## src/rtl/msc_pkg.sv

```systemverilog
// Package: shared constants for the modem status tracker.
// Assumes the line index order below is also the status bit order.
package msc_pkg;
    localparam int NUM_LINES   = 4;
    localparam int SYNC_STAGES = 2;
    localparam int STATUS_W    = 2 * NUM_LINES;
    // Line indices: the level sits at bit NUM_LINES+idx, the flag at bit idx
    localparam int LINE_CTS = 0;
    localparam int LINE_DSR = 1;
    localparam int LINE_RI  = 2;
    localparam int LINE_DCD = 3;
endpackage

```

## src/rtl/msc_sync.sv

```systemverilog
// Module: msc_sync
// Multi-stage synchroniser for a vector of asynchronous lines.
// Assumes each line is a slow level signal, so each bit is synchronised on its own.
module msc_sync #(
    parameter int WIDTH  = 4,
    parameter int STAGES = 2
) (
    input  logic             clk,
    input  logic             rst_n,
    input  logic [WIDTH-1:0] d_async,
    output logic [WIDTH-1:0] q_sync
);
    logic [WIDTH-1:0] chain [STAGES];

    genvar s;
    generate
        for (s = 0; s < STAGES; s++) begin : g_stage
            // Purpose: shift the line vector one flop further along the chain
            always_ff @(posedge clk) begin
                if (!rst_n)
                    chain[s] <= '0;
                else if (s == 0)
                    chain[s] <= d_async;
                else
                    chain[s] <= chain[(s == 0) ? 0 : s-1];
            end
        end
    endgenerate

    assign q_sync = chain[STAGES-1];
endmodule

```

## src/rtl/msc_delta.sv

```systemverilog
// Module: msc_delta
// Tracks one synchronised line: it holds the recorded level and a sticky change flag.
// RISE_ONLY=1 arms the flag only on an inactive-to-active step.
// Assumes clr comes from a host read. A change on the same edge as clr wins over it.
module msc_delta #(
    parameter bit RISE_ONLY = 1'b0
) (
    input  logic clk,
    input  logic rst_n,
    input  logic lvl_now,
    input  logic clr,
    output logic lvl_q,
    output logic flag_q
);
    logic hit;

    generate
        if (RISE_ONLY) begin : g_rise
            assign hit = lvl_now & ~lvl_q;
        end else begin : g_any
            assign hit = lvl_now ^ lvl_q;
        end
    endgenerate

    // Purpose: record the level every clock and keep the flag until a read clears it
    always_ff @(posedge clk) begin
        if (!rst_n) begin
            lvl_q  <= 1'b0;
            flag_q <= 1'b0;
        end else begin
            lvl_q  <= lvl_now;
            flag_q <= (clr ? 1'b0 : flag_q) | hit;
        end
    end
endmodule

```

## src/rtl/modem_status_tracker.sv

```systemverilog
// Module: modem_status_tracker (top)
// Synchronises the four modem lines and keeps the status byte: levels high, change flags low.
// It raises an interrupt when enabled and any flag is set.
// Assumes rd_stb is high for one cycle per host read of the byte.
module modem_status_tracker
    import msc_pkg::*;
(
    input  logic       clk,
    input  logic       rst_n,
    input  logic       cts_raw,
    input  logic       dsr_raw,
    input  logic       ri_raw,
    input  logic       dcd_raw,
    input  logic       rd_stb,
    input  logic       irq_en,
    output logic [7:0] status,
    output logic       irq
);
    logic [NUM_LINES-1:0] raw_vec;
    logic [NUM_LINES-1:0] sync_vec;
    logic [NUM_LINES-1:0] lvl_vec;
    logic [NUM_LINES-1:0] flag_vec;

    assign raw_vec[LINE_CTS] = cts_raw;
    assign raw_vec[LINE_DSR] = dsr_raw;
    assign raw_vec[LINE_RI]  = ri_raw;
    assign raw_vec[LINE_DCD] = dcd_raw;

    msc_sync #(.WIDTH(NUM_LINES), .STAGES(SYNC_STAGES)) u_sync (
        .clk     (clk),
        .rst_n   (rst_n),
        .d_async (raw_vec),
        .q_sync  (sync_vec)
    );

    genvar i;
    generate
        for (i = 0; i < NUM_LINES; i++) begin : g_line
            msc_delta #(.RISE_ONLY(i == LINE_RI)) u_delta (
                .clk    (clk),
                .rst_n  (rst_n),
                .lvl_now(sync_vec[i]),
                .clr    (rd_stb),
                .lvl_q  (lvl_vec[i]),
                .flag_q (flag_vec[i])
            );
        end
    endgenerate

    // Purpose: assemble the status byte and the gated interrupt request
    always_comb begin
        status = {lvl_vec, flag_vec};
        irq    = irq_en & (|flag_vec);
    end
endmodule

```

## config.mk

```make
export PLATFORM = sky130hd
export DESIGN_NAME = modem_status_tracker
export DESIGN_NICKNAME = d
export VERILOG_FILES = /design/src/rtl/msc_pkg.sv /design/src/rtl/msc_sync.sv /design/src/rtl/msc_delta.sv /design/src/rtl/modem_status_tracker.sv
export SDC_FILE = /design/constraint.sdc
export NUM_CORES = 1
export LEC_CHECK = 0
export BUFFER_PORTS_ARGS = -buffer_cell sky130_fd_sc_hd__buf_2
export CAP_MARGIN = 20
export CORE_MARGIN = 2
export CORE_UTILIZATION = 35
export CTS_CLUSTER_DIAMETER = 200
export DETAILED_ROUTE_END_ITERATION = 8
export GPL_TIMING_DRIVEN = 0
export SLEW_MARGIN = 20
export SYNTH_ARGS = -nofsm -noshare
export SYNTH_HDL_FRONTEND = slang
export SYNTH_SLANG_ARGS = --single-unit
```

## constraint.sdc

```tcl
create_clock -name clk -period 0.9 [get_ports clk]
set_clock_uncertainty 0.05 [all_clocks]
set_input_delay 0.135 -clock clk [delete_from_list [all_inputs] [get_ports clk]]
set_output_delay 0.135 -clock clk [all_outputs]
set_load 0.02 [all_outputs]
```

=== Word-level counts from Yosys, hierarchy flattened ===
Memory sizes are Yosys's and may differ from the RTL's.
Cells that the tools add are included.

* Flip-flop bits (word level): 8
* Bits in writable memories: 8
* Input bits: 8
* Output and inout port bits: 9
* Memories: 1

{| class="wikitable"
|+ Memory list
! memory !! words !! width !! read ports !! clocked after memory_dff !! wr ports !! RTL line !! RTL
|-
| u_sync.chain || 2 || 4 || 2 || 0 || 2 || msc_sync.sv:13 || <nowiki>logic [WIDTH-1:0] chain [STAGES];</nowiki>
|}

* Multiplexer cells: 8
* Bitwise operators: 12
* Reductions and logical operators: 1

{| class="wikitable"
|+ Operators by type and width
! kind !! count
|-
| $mux 4 || 2
|-
| $mux 1 || 6
|-
| $or 1x1->1 || 6
|-
| $reduce_or 4->1 || 1
|-
| $xor 1x1->1 || 3
|-
| $and 1x1->1 || 2
|-
| $not 1->1 || 1
|}

=== Logic depth before layout (Yosys ltp) ===
Gate-level depths: netlist of run 1.

* Depth in word-level cells: 3
* Depth in mapped cells: 2
* Depth with buffers taken out: 2

=== By module ===
Synthesis of run 1 repeated with hierarchy kept, for this count alone.

* Cell total of the unflattened synthesis: 41
* Area total of the unflattened synthesis: 509.2 sq um

{| class="wikitable"
|+ Modules (own cells, without submodules)
! module !! instances !! cells an instance !! area each (sq um)
|-
| msc_sync || 1 || 16 || 210.2
|-
| msc_delta (g_line[0].u_delta ...) || 3 || 6 || 70.1
|-
| msc_delta (g_line[2].u_delta) || 1 || 6 || 77.6
|-
| modem_status_tracker || 1 || 1 || 11.3
|}

=== Worst setup path before layout of run 1 ===
Ideal clock, no wire load.

* Path kind: reg-to-output
* Start point: register g_line[1].u_delta.flag_q
* End point: output port irq
* Data arrival time: 800 ps
* Required time: 715 ps
* Setup slack: -85 ps
* Stages on the path, launching flop included: 2
* Buffers on the path: 0
* Cells stage by stage: dfxtp_1 o41a_1

* Word-level cells in the longest chain between the ends: 2

{| class="wikitable"
|+ Ends and longest elaborated chain
! element !! RTL line !! RTL
|-
| start: declaration || msc_delta.sv:13 || <nowiki>output logic flag_q</nowiki>
|-
| start signal: assignment || msc_delta.sv:32 || <nowiki>flag_q <= (clr ? 1'b0 : flag_q) | hit;</nowiki>
|-
| $reduce_or 4->1 || modem_status_tracker.sv:53 || <nowiki>irq = irq_en & (|flag_vec);</nowiki>
|-
| $and 1x1->1 || modem_status_tracker.sv:53 ||
|-
| end: declaration || modem_status_tracker.sv:17 || <nowiki>output logic irq</nowiki>
|}

No other way between the ends.

=== Final worst setup path of run 1 ===
Same ends and word-level chain as after synthesis.

==> flow_summary_export.csv, run 1 <==
group,metric,value,unit
outcome,status,"complete, but fails checks",
outcome,violations,"setup timing",
yosys,synth_edf_count,0,
drt,dr.pass1.iters,2,
layout,fin_nets,85,
global_route,grt_use_total,0.106,
yosys,synth-async-reset-ratio,0,
die,rows,14,
die,io_pins,17,
layout,diodes,0,
worst_setup_path,crit_arrival,1.16,ns
global_route,grt_pass1_vias,379,
yosys,synth_mux_area_frac,0,
sta,worst_slack,-0.443,ns
global_route,grt_start_max_net_pins,11,
sta,min_period,1.34,ns
yosys,synthFlopType,"dfxtp_1",
worst_setup_path,path_cells,"o41a_1, buf_6",
drt,routedWlPerCell,8.66,um
yosys,synthCells,50,
sta,relSlewSlack,0.919,
pwr,power.density,1660,nW/um2
layout,stdcell_count,92,
placement,portBuffers,16,
layout,num-fill-cells,138,
placement,dp_slack,-0.143,ns
die,die_area,1930,um2
pwr,leakagePower,0.000374,uW
yosys,synthSimpleGateAreaFrac,0.190,
min_path,hp-class,"input pin to register",
worst_setup_path,worst-path-max-fanout,2,
pwr,max-vdd-ir-drop,0.911,mV
drt,vias,385,
sta,finalSetupViolCount,10,
yosys,synth_common_cells,"16 x dfxtp_1, 12 x and2_1, 8 x buf_4, 5 x nand2b_1, 4 x a21boi_1",
cts,cts_max_path_buffers,2,
die,core,1510,um2
cts,cts_tree,"built",
cts,cts_buffers,3,
yosys,ys_seq_elements,16,
yosys,synth_compound_area_frac,0.0738,
yosys,ys_seq_area_frac,0.573,
yosys,synth_fa_ha_area_frac,0,
sta,finalCritPeriodShare,1.49,
yosys,syn_nets,58,
worst_setup_path,critPathKind,"register to primary output",
cts,cts.sink_count,16,
yosys,synth_top_area_frac,0.573,
cts,cts_root_buffer,"clkbuf_4",
die,die_x,44.0,um
cts,htree_levels,1,
yosys,synth_top_family_by_area,"simple AND/OR/NAND/NOR gates",
yosys,synth.most_common_cell,"dfxtp_1",
yosys,synth_area_leader_cell,"dfxtp_1",
yosys,yosysUniqueCellTypes,8,
worst_setup_path,critical_path_required,0.71,ns
global_route,grt_pass1_wl,1480,um
layout,synthToLayoutAreaGrowth,49.0,%
sta,tightest_slew,0.121,ns
drt,dr.first_iter.drc_count,2,
layout,multi_input_area,181,um2
sta,rsz0062_at_grt,"true",
drt,drtAntennaViolNets,0,
sta,hold_slack,0.0118,ns
yosys,synth_area,559,um2
yosys,synth.avg_cell_area,11.2,um2
job,max_cap_viol_count,0,
sta,timing.final.hold_violations,0,
die,die_h,44.0,um
drt,drc,0,
yosys,synthTopCellsByArea,"dfxtp_1 57%, and2_1 13%, buf_4 11%",
global_route,antenna_found_initial,0,
drt,drt_wl_total,797,um
cts,cts.clk_slew.worst_paths,0.08,ns
worst_setup_path,cp_slowest_cell,"o41a_1",
placement,place_congestion,0.546,
worst_setup_path,max_stage_delay,0.42,ns
layout,postLayoutCoreUtil,0.553,
yosys,ys_warn_count,0,
die,initial_utilization,0.371,
global_route,grt_overflow,0,
sta,final-max-slew-violation-count,0,
worst_setup_path,critPathLaunchType,"register",
worst_setup_path,endpoint_kind,"primary output",
sta,max_clock_freq,0.744,GHz
drt,via_per_inst,4.18,
layout,regArea,330,um2
placement,dp.cells,82,
cts,clk_latency,0.27,ns
layout,drive_gt1_frac,0.539,
yosys,synth_xor_xnor_area_share,0.0470,
==> state kept, by name, summed over array words and instances (netlist names) <==
signal,cells
u_sync.chain,8
g_line.u_delta.lvl_q,4
g_line.u_delta.flag_q,4
==> kinds of logic after synthesis <==
group,Yosys count
DFF,16
AOI/OAI and AO/OA,5
xor gates and xnor gates,3
and+or+nand+nor,17
buffers and inverters,9
==> cell type report <==
class / count / area share
timing repair buffer: 28 / 0.290
tap: 16 / 0.0240
multi-input combinational: 25 / 0.218
clock buffer: 4 / 0.0435
buffer: 3 / 0.0285
sequential: 16 / 0.396
==> where the power goes <==
group	internal, uW	switching (uW)	leakage [uW]
Clock	246	203	0.0000210
Combinational	112	63.0	0.000218
Sequential	741	14.6	0.000135
==> through the flow <==
stage	cell area (um2)	power (uW)	setup TNS, ns
6_report	833	1380	-1.26
5_1_grt	833	1470	-1.73
4_1_cts	803	1400	-1.38
3_5_place_dp	659	891	-0.143
3_3_place_gp	659	889	-0.148
2_1_floorplan	559	851	-0.0850
==> worst max-delay path, delay by kind of cell (launching register included) <==
family,cells,cell delay (ns)
flops,1,0.33
compound gates,1,0.42
buf+inv,1,0.14
==> metal layers <==
metal,share of wire,track usage
met5,0,0
met4,0.033,0.0909
met3,0.054,0.0250
met2,0.50,0.168
met1,0.41,0.119
==> path summary, 6_finish.rpt <==
kind                            slack [ns]  cells past startpoint                startpoint                        to
worst max-delay path                 -0.44                      2  g_line[1].u_delta.flag_q                       irq
worst min register to register        0.39                      1        u_sync.chain[0][0]        u_sync.chain[1][0]
worst min-delay path                  0.01                      2                    ri_raw        u_sync.chain[0][2]
worst max register to register       -0.05                      5  g_line[0].u_delta.flag_q  g_line[0].u_delta.flag_q
==> placed cells by master, fill, tap and decap left out, types with 2 or more instances in the layout <==
cell,count
a21boi_1,4
and2_1,12
buf_2,8
buf_4,8
buf_6,12
clkbuf_4,3
dfxtp_1,8
dfxtp_2,8
dlygate4sd3_1,3
nand2b_1,5
xnor2_1,2
==> timing repair <==
item | in CTS | in global routing
pin swaps | 0 | 1
hold buffers | 3 | 0
gates resized for setup | 27 | 3
setup buffers | 5 | 5
hold endpoints to repair | 3 | 0
endpoints found under the setup margin | 9 | 10
No activity file was read; power rests on OpenSTA's default activity.
==> run 2: changes to the inputs <==
--- a/config.mk
+++ b/config.mk
@@ -7,11 +7,14 @@
 export LEC_CHECK = 0
 export BUFFER_PORTS_ARGS = -buffer_cell sky130_fd_sc_hd__buf_2
 export CAP_MARGIN = 20
+export CELL_PAD_IN_SITES_DETAIL_PLACEMENT = 1
+export CELL_PAD_IN_SITES_GLOBAL_PLACEMENT = 2
 export CORE_MARGIN = 2
-export CORE_UTILIZATION = 35
+export CORE_UTILIZATION = 29
 export CTS_CLUSTER_DIAMETER = 200
 export DETAILED_ROUTE_END_ITERATION = 8
 export GPL_TIMING_DRIVEN = 0
+export PLACE_DENSITY_LB_ADDON = 0.1
 export SLEW_MARGIN = 20
 export SYNTH_ARGS = -nofsm -noshare
 export SYNTH_HDL_FRONTEND = slang
==> run 2 against run 1 <==
Against the previous run:
- the flow still finishes with violations (setup timing)
- first-iteration DRC count decreased by 100%
- power increased by 1.2%
- sequential cell count unchanged
- maximum frequency decreased by 0.41%
- largest cell class unchanged
- setup slack got worse by 0.0055 ns
- highest routed layer is now met3
- via count decreased by 3.1%
==> flow_summary_export.csv, run 2 (synthesized netlist as in run 1, its figures left out) <==
group,metric,value,unit
worst_setup_path,max_stage_delay,0.42,ns
worst_setup_path,worst-path-max-fanout,2,
pwr,pwr-share-seq,0.541,
min_path,hold_path_depth,2,
worst_setup_path,critical_path_required,0.71,ns
sta,tightest_slew,0.129,ns
cts,cts.sink_count,16,
sta,relSlewSlack,0.913,
cts,cts_buffers,3,
worst_setup_path,critPathKind,"register to primary output",
pwr,power.density,1650,nW/um2
layout,top_regs,"u_sync.chain x8, g_line.u_delta.flag_q x4, g_line.u_delta.lvl_q x4",
min_path,hp-class,"input pin to register",
sta,finalSetupTns,-1.48,ns
layout,diodes,0,
global_route,busiest_layer,"met2",
sta,hold_slack,0.00937,ns
global_route,grt_overflow,0,
die,die_area,2300,um2
die,die_x,47.9,um
die,rows,15,
layout,regArea,330,um2
global_route,use_met2,0.152,
worst_setup_path,crit_arrival,1.16,ns
sta,worst_slack,-0.449,ns
placement,place_congestion,0.571,
drt,drt_wl_total,857,um
global_route,grt_use_total,0.0839,
cts,cts.clk_slew.worst_paths,0.09,ns
layout,fin_nets,84,
layout,final_common_cell,"buf_6",
placement,placed_cell_area,671,um2
global_route,grt_pass1_wl,1350,um
global_route,antenna_found_initial,0,
layout,num-fill-cells,206,
outcome,violations,"setup timing",
cts,cts_max_path_buffers,2,
layout,synthToLayoutAreaGrowth,51.0,%
die,initial_utilization,0.317,
drt,drc,0,
die,core,1760,um2
cts,cts_root_buffer,"clkbuf_4",
layout,multi_input_area,181,um2
worst_setup_path,endpoint_kind,"primary output",
pwr,clkPwrFrac,0.331,
placement,dp_slack,-0.157,ns
global_route,grt_start_max_net_pins,11,
pwr,p_int,1100,uW
drt,dr.first_iter.drc_count,0,
drt,dr.pass1.iters,1,
drt,vias,373,
layout,postLayoutCoreUtil,0.479,
worst_setup_path,critPathLaunchType,"register",
outcome,status,"complete, but fails checks",
worst_setup_path,rr_worst_depth,5,
sta,timing.final.hold_violations,0,
global_route,grt_pass1_vias,341,
layout,largest_reg_flops,8,
placement,portBuffers,16,
sta,final-max-slew-violation-count,0,
cts,cts_tree,"built",
drt,drtAntennaViolNets,0,
sta,max_clock_freq,0.741,GHz
drt,routedWlPerCell,8.57,um
worst_setup_path,path_cells,"o41a_1, buf_6",
pwr,p_sw,295,uW
pwr,power_frac_comb,0.128,
sta,min_period,1.35,ns
cts,htree_levels,1,
job,max_cap_viol_count,0,
layout,drive_gt1_frac,0.533,
pwr,max-vdd-ir-drop,1.45,mV
drt,via_per_inst,3.73,
global_route,gr-usage-met3,0.0453,
cts,clk_latency,0.27,ns
layout,top_register,"u_sync.chain",
layout,stdcell_area,845,um2
die,io_pins,17,
pwr,swShare,0.211,
global_route,use_met1,0.0922,
worst_setup_path,cp_slowest_cell,"o41a_1",
layout,final_cell_mix,"14 x buf_6, 12 x and2_1, 8 x buf_2, 8 x dfxtp_2, 8 x dfxtp_1",
pwr,leakagePower,0.000373,uW
die,die_h,47.9,um
sta,finalSetupViolCount,10,
placement,hpwl,609,um
sta,finalCritPeriodShare,1.50,
sta,rsz0062_at_grt,"true",
-- run 2: changes by cell type in the layout (fill, tap and decap cells not counted) --
cell	delta
nand2b_4	+1
buf_6	+2
xnor2_2	-1
buf_4	-3
nand2b_1	-1
xnor2_1	+1
-- run 2: final cells by class --
class,count,share of cell area
clock buffers,4,0.0430
repair buffers,27,0.286
plain buffers,3,0.0281
well taps,25,0.0370
multi-input cells,25,0.215
flip-flops and latches,16,0.391
-- run 2: stage by stage --
step	power, uW	std cells
after detailed placement	894	91
final	1400	100
after CTS	1390	94
after global placement	891	91
after floorplan	851	50
after global routing	1470	100
-- run 2: power by group through the flow --
stage / registers (uW) / clock network, uW / logic, uW
2_1_floorplan: 767 / 0 / 84.4
3_3_place_gp: 770 / 0 / 121
3_5_place_dp: 771 / 0 / 122
4_1_cts: 758 / 479 / 154
5_1_grt: 761 / 521 / 193
6_report: 756 / 462 / 179
-- run 2: per-layer routing --
layer	vias up	share of wire
met2	12	0.51
li1	198	-
met5	-	0
met4	0	0
met1	163	0.43
met3	0	0.058
-- run 2: path summary, 6_finish.rpt --
path / start / endpoint / slack (ns)
worst min register to register: u_sync.chain[0][1] / u_sync.chain[1][1] / 0.39
worst max-delay path: g_line[0].u_delta.flag_q / irq / -0.45
worst max register to register: g_line[0].u_delta.flag_q / g_line[0].u_delta.flag_q / -0.01
worst min-delay path: cts_raw / u_sync.chain[0][0] / 0.009
-- run 2: timing repair --
action / 4_1_cts / 5_1_grt
gates resized for setup: 28 / 5
pin swaps: 1 / 0
setup buffers: 3 / 5
hold buffers: 0 / 3
endpoints found under the setup margin: 9 / 9
endpoints found under the hold margin: 0 / 3
-- run 2: worst max-delay path, delay by kind of cell, from the launching register on --
kind | cells | cell delay, ns
flip-flops | 1 | 0.33
AO/OA/AOI/OAI | 1 | 0.42
buffers and inverters | 1 | 0.14
==> run 3: changes to the inputs <==
--- a/config.mk
+++ b/config.mk
@@ -13,7 +13,7 @@
 export CORE_UTILIZATION = 29
 export CTS_CLUSTER_DIAMETER = 200
 export DETAILED_ROUTE_END_ITERATION = 8
-export GPL_TIMING_DRIVEN = 0
+export GPL_TIMING_DRIVEN = 1
 export PLACE_DENSITY_LB_ADDON = 0.1
 export SLEW_MARGIN = 20
 export SYNTH_ARGS = -nofsm -noshare
==> run 3 against run 2 <==
Against the previous run:
- the run still ends with setup timing left
- core utilization down 4.0 points
- design area down 8.3%
- final cell count down 6.0%
- count of clock-buffer cells in the layout down 1
- combinational power down 12%
- first-iteration DRC count unchanged
- worst hold slack worse by 0.0044 ns
- via count up 0.27%
- clock power down 21%
- critical path type unchanged
- critical endpoint unchanged
- largest power group unchanged
==> flow_summary_export.csv, run 3 (synthesized netlist as in run 1, its figures left out) <==
group,metric,value,unit
min_path,hold_start,"cts_raw",
die,core,1760,um2
layout,top_register,"u_sync.chain",
sta,finalSetupViolCount,9,
worst_setup_path,cp_slowest_cell,"o41a_1",
worst_setup_path,reg2reg_slack,0.07,ns
global_route,grt_use_total,0.101,
placement,place_congestion,0.561,
die,io_pins,17,
cts,cts_tree,"built",
drt,dr.first_iter.drc_count,0,
sta,finalSetupTns,-1.18,ns
sta,final-max-slew-violation-count,0,
drt,drc,0,
pwr,finalPower,1280,uW
die,die_area,2300,um2
global_route,antenna_found_initial,0,
worst_setup_path,endpoint_kind,"primary output",
drt,drtAntennaViolNets,0,
cts,htree_levels,1,
cts,cts.clk_slew.worst_paths,0.09,ns
layout,largest_reg_flops,8,
layout,diodes,0,
pwr,leakagePower,0.000334,uW
worst_setup_path,path_delay_family,"compound AO/OA/AOI/OAI gates",
drt,routedWlPerCell,10.1,um
sta,finalCritPeriodShare,1.51,
global_route,grt_overflow,0,
outcome,status,"complete, but fails checks",
cts,cts.sink_count,16,
global_route,grt_pass1_wl,1530,um
outcome,violations,"setup timing",
worst_setup_path,path_cells,"o41a_1, buf_6",
cts,cts_buffers,3,
sta,timing.final.hold_violations,0,
layout,final_cell_mix,"12 x and2_1, 11 x buf_6, 8 x dfxtp_2, 8 x dfxtp_1, 7 x buf_2",
drt,via_per_inst,3.98,
drt,dr.pass1.iters,1,
worst_setup_path,reg2reg_from,"g_line[3].u_delta.lvl_q",
layout,top_regs,"u_sync.chain x8, g_line.u_delta.flag_q x4, g_line.u_delta.lvl_q x4",
layout,stdcell_count,94,
placement,placed_cell_area,636,um2
pwr,power.density,1650,nW/um2
worst_setup_path,rr_worst_depth,3,
global_route,grt_pass1_vias,387,
worst_setup_path,critical_path_required,0.71,ns
drt,drt_wl_total,952,um
layout,stdcell_area,774,um2
placement,dp.cells,86,
min_path,hp-class,"input pin to register",
drt,vias,374,
cts,clk_latency,0.27,ns
sta,tightest_slew,0.200,ns
sta,min_period,1.36,ns
worst_setup_path,crit_buf_inv,1,
cts,cts_max_path_buffers,2,
placement,portBuffers,16,
pwr,max-vdd-ir-drop,0.699,mV
cts,cts_root_buffer,"clkbuf_4",
sta,worst_slack,-0.459,ns
job,max_cap_viol_count,0,
worst_setup_path,crit_arrival,1.17,ns
layout,drive_gt1_frac,0.493,
layout,fin_nets,79,
global_route,grt_start_max_net_pins,17,
worst_setup_path,worst-path-max-fanout,2,
layout,synthToLayoutAreaGrowth,38.5,%
sta,relSlewSlack,0.867,
die,initial_utilization,0.317,
sta,rsz0062_at_grt,"true",
worst_setup_path,max_stage_delay,0.43,ns
die,die_x,47.9,um
min_path,hold_path_depth,2,
worst_setup_path,critPathLaunchType,"register",
layout,final_common_cell,"and2_1",
die,rows,15,
worst_setup_path,r2r_end,"g_line[3].u_delta.flag_q",
die,die_h,47.9,um
worst_setup_path,critPathKind,"register to primary output",
min_path,hold_path_end,"u_sync.chain[0][0]",
sta,max_clock_freq,0.736,GHz
-- run 3: cell count changes in the layout (fill, tap and decap cells not counted) --
cell / change
nand2b_4: -1
clkbuf_8: -1
nand2b_1: +1
buf_6: -3
buf_2: -1
dlygate4sd3_1: -1
-- run 3: cell type report --
type / instances / area [um2]
Tap cell: 25 / 31.3
Fill cell: 198 / 990
Sequential cell: 16 / 330
Clock buffer: 3 / 22.5
Timing Repair Buffer: 25 / 216
Multi-Input combinational cell: 25 / 174
-- run 3: layer usage --
| layer | track usage | vias up | wire length, um |
|---|---|---|---|
| met5 | 0 | - | 0 |
| met4 | 0.0811 | 0 | 0 |
| met3 | 0.0226 | 0 | 57 |
| met2 | 0.157 | 12 | 478 |
| met1 | 0.119 | 174 | 417 |
| li1 | - | 188 | - |
-- run 3: worst max path at each step --
| stage | from | endpoint | slack [ns] | depth (start not counted) |
|---|---|---|---|---|
| finish | g_line[0].u_delta.flag_q | irq | -0.46 | 2 |
| global route | g_line[0].u_delta.flag_q | irq | -0.51 | 2 |
| CTS | g_line[0].u_delta.flag_q | irq | -0.46 | 2 |
| detailed placement | g_line[1].u_delta.flag_q | irq | -0.14 | 2 |
| global placement | g_line[1].u_delta.flag_q | irq | -0.14 | 2 |
| floorplan | g_line[1].u_delta.flag_q | irq | -0.09 | 1 |
-- run 3: worst reg2reg max path: stages (launching register included) --
cell and delay [ns]:
dfxtp_2 0.33, buf_4 0.13, xnor2_1 0.14, a21boi_1 0.08
-- run 3: power breakdown --
part           internal [uW]  leakage (uW)  switching [uW]
registers                741      0.000135            14.2
clock network            155     0.0000138             211
logic                   95.1      0.000185            62.4
total                    991      0.000334             288
-- run 3: metrics by stage --
| step | setup slack [ns] | utilization | hold slack (ns) |
|---|---|---|---|
| after floorplan | -0.0850 | - | 0.212 |
| after global placement | -0.138 | 0.360 | 0.293 |
| after detailed placement | -0.140 | 0.360 | 0.297 |
| after CTS | -0.458 | 0.425 | 0.0000532 |
| after global routing | -0.508 | 0.439 | 0.00782 |
| final | -0.459 | 0.439 | 0.00494 |
-- run 3: what timing repair did --
| action | in CTS | in global routing |
|---|---|---|
| hold buffers | 1 | 1 |
| endpoints found under the setup margin | 9 | 9 |
| cloned | 0 | 0 |
| pin swaps | 1 | 0 |
| setup buffers | 2 | 2 |
| resized for setup | 28 | 0 |
| hold endpoints to repair | 1 | 1 |
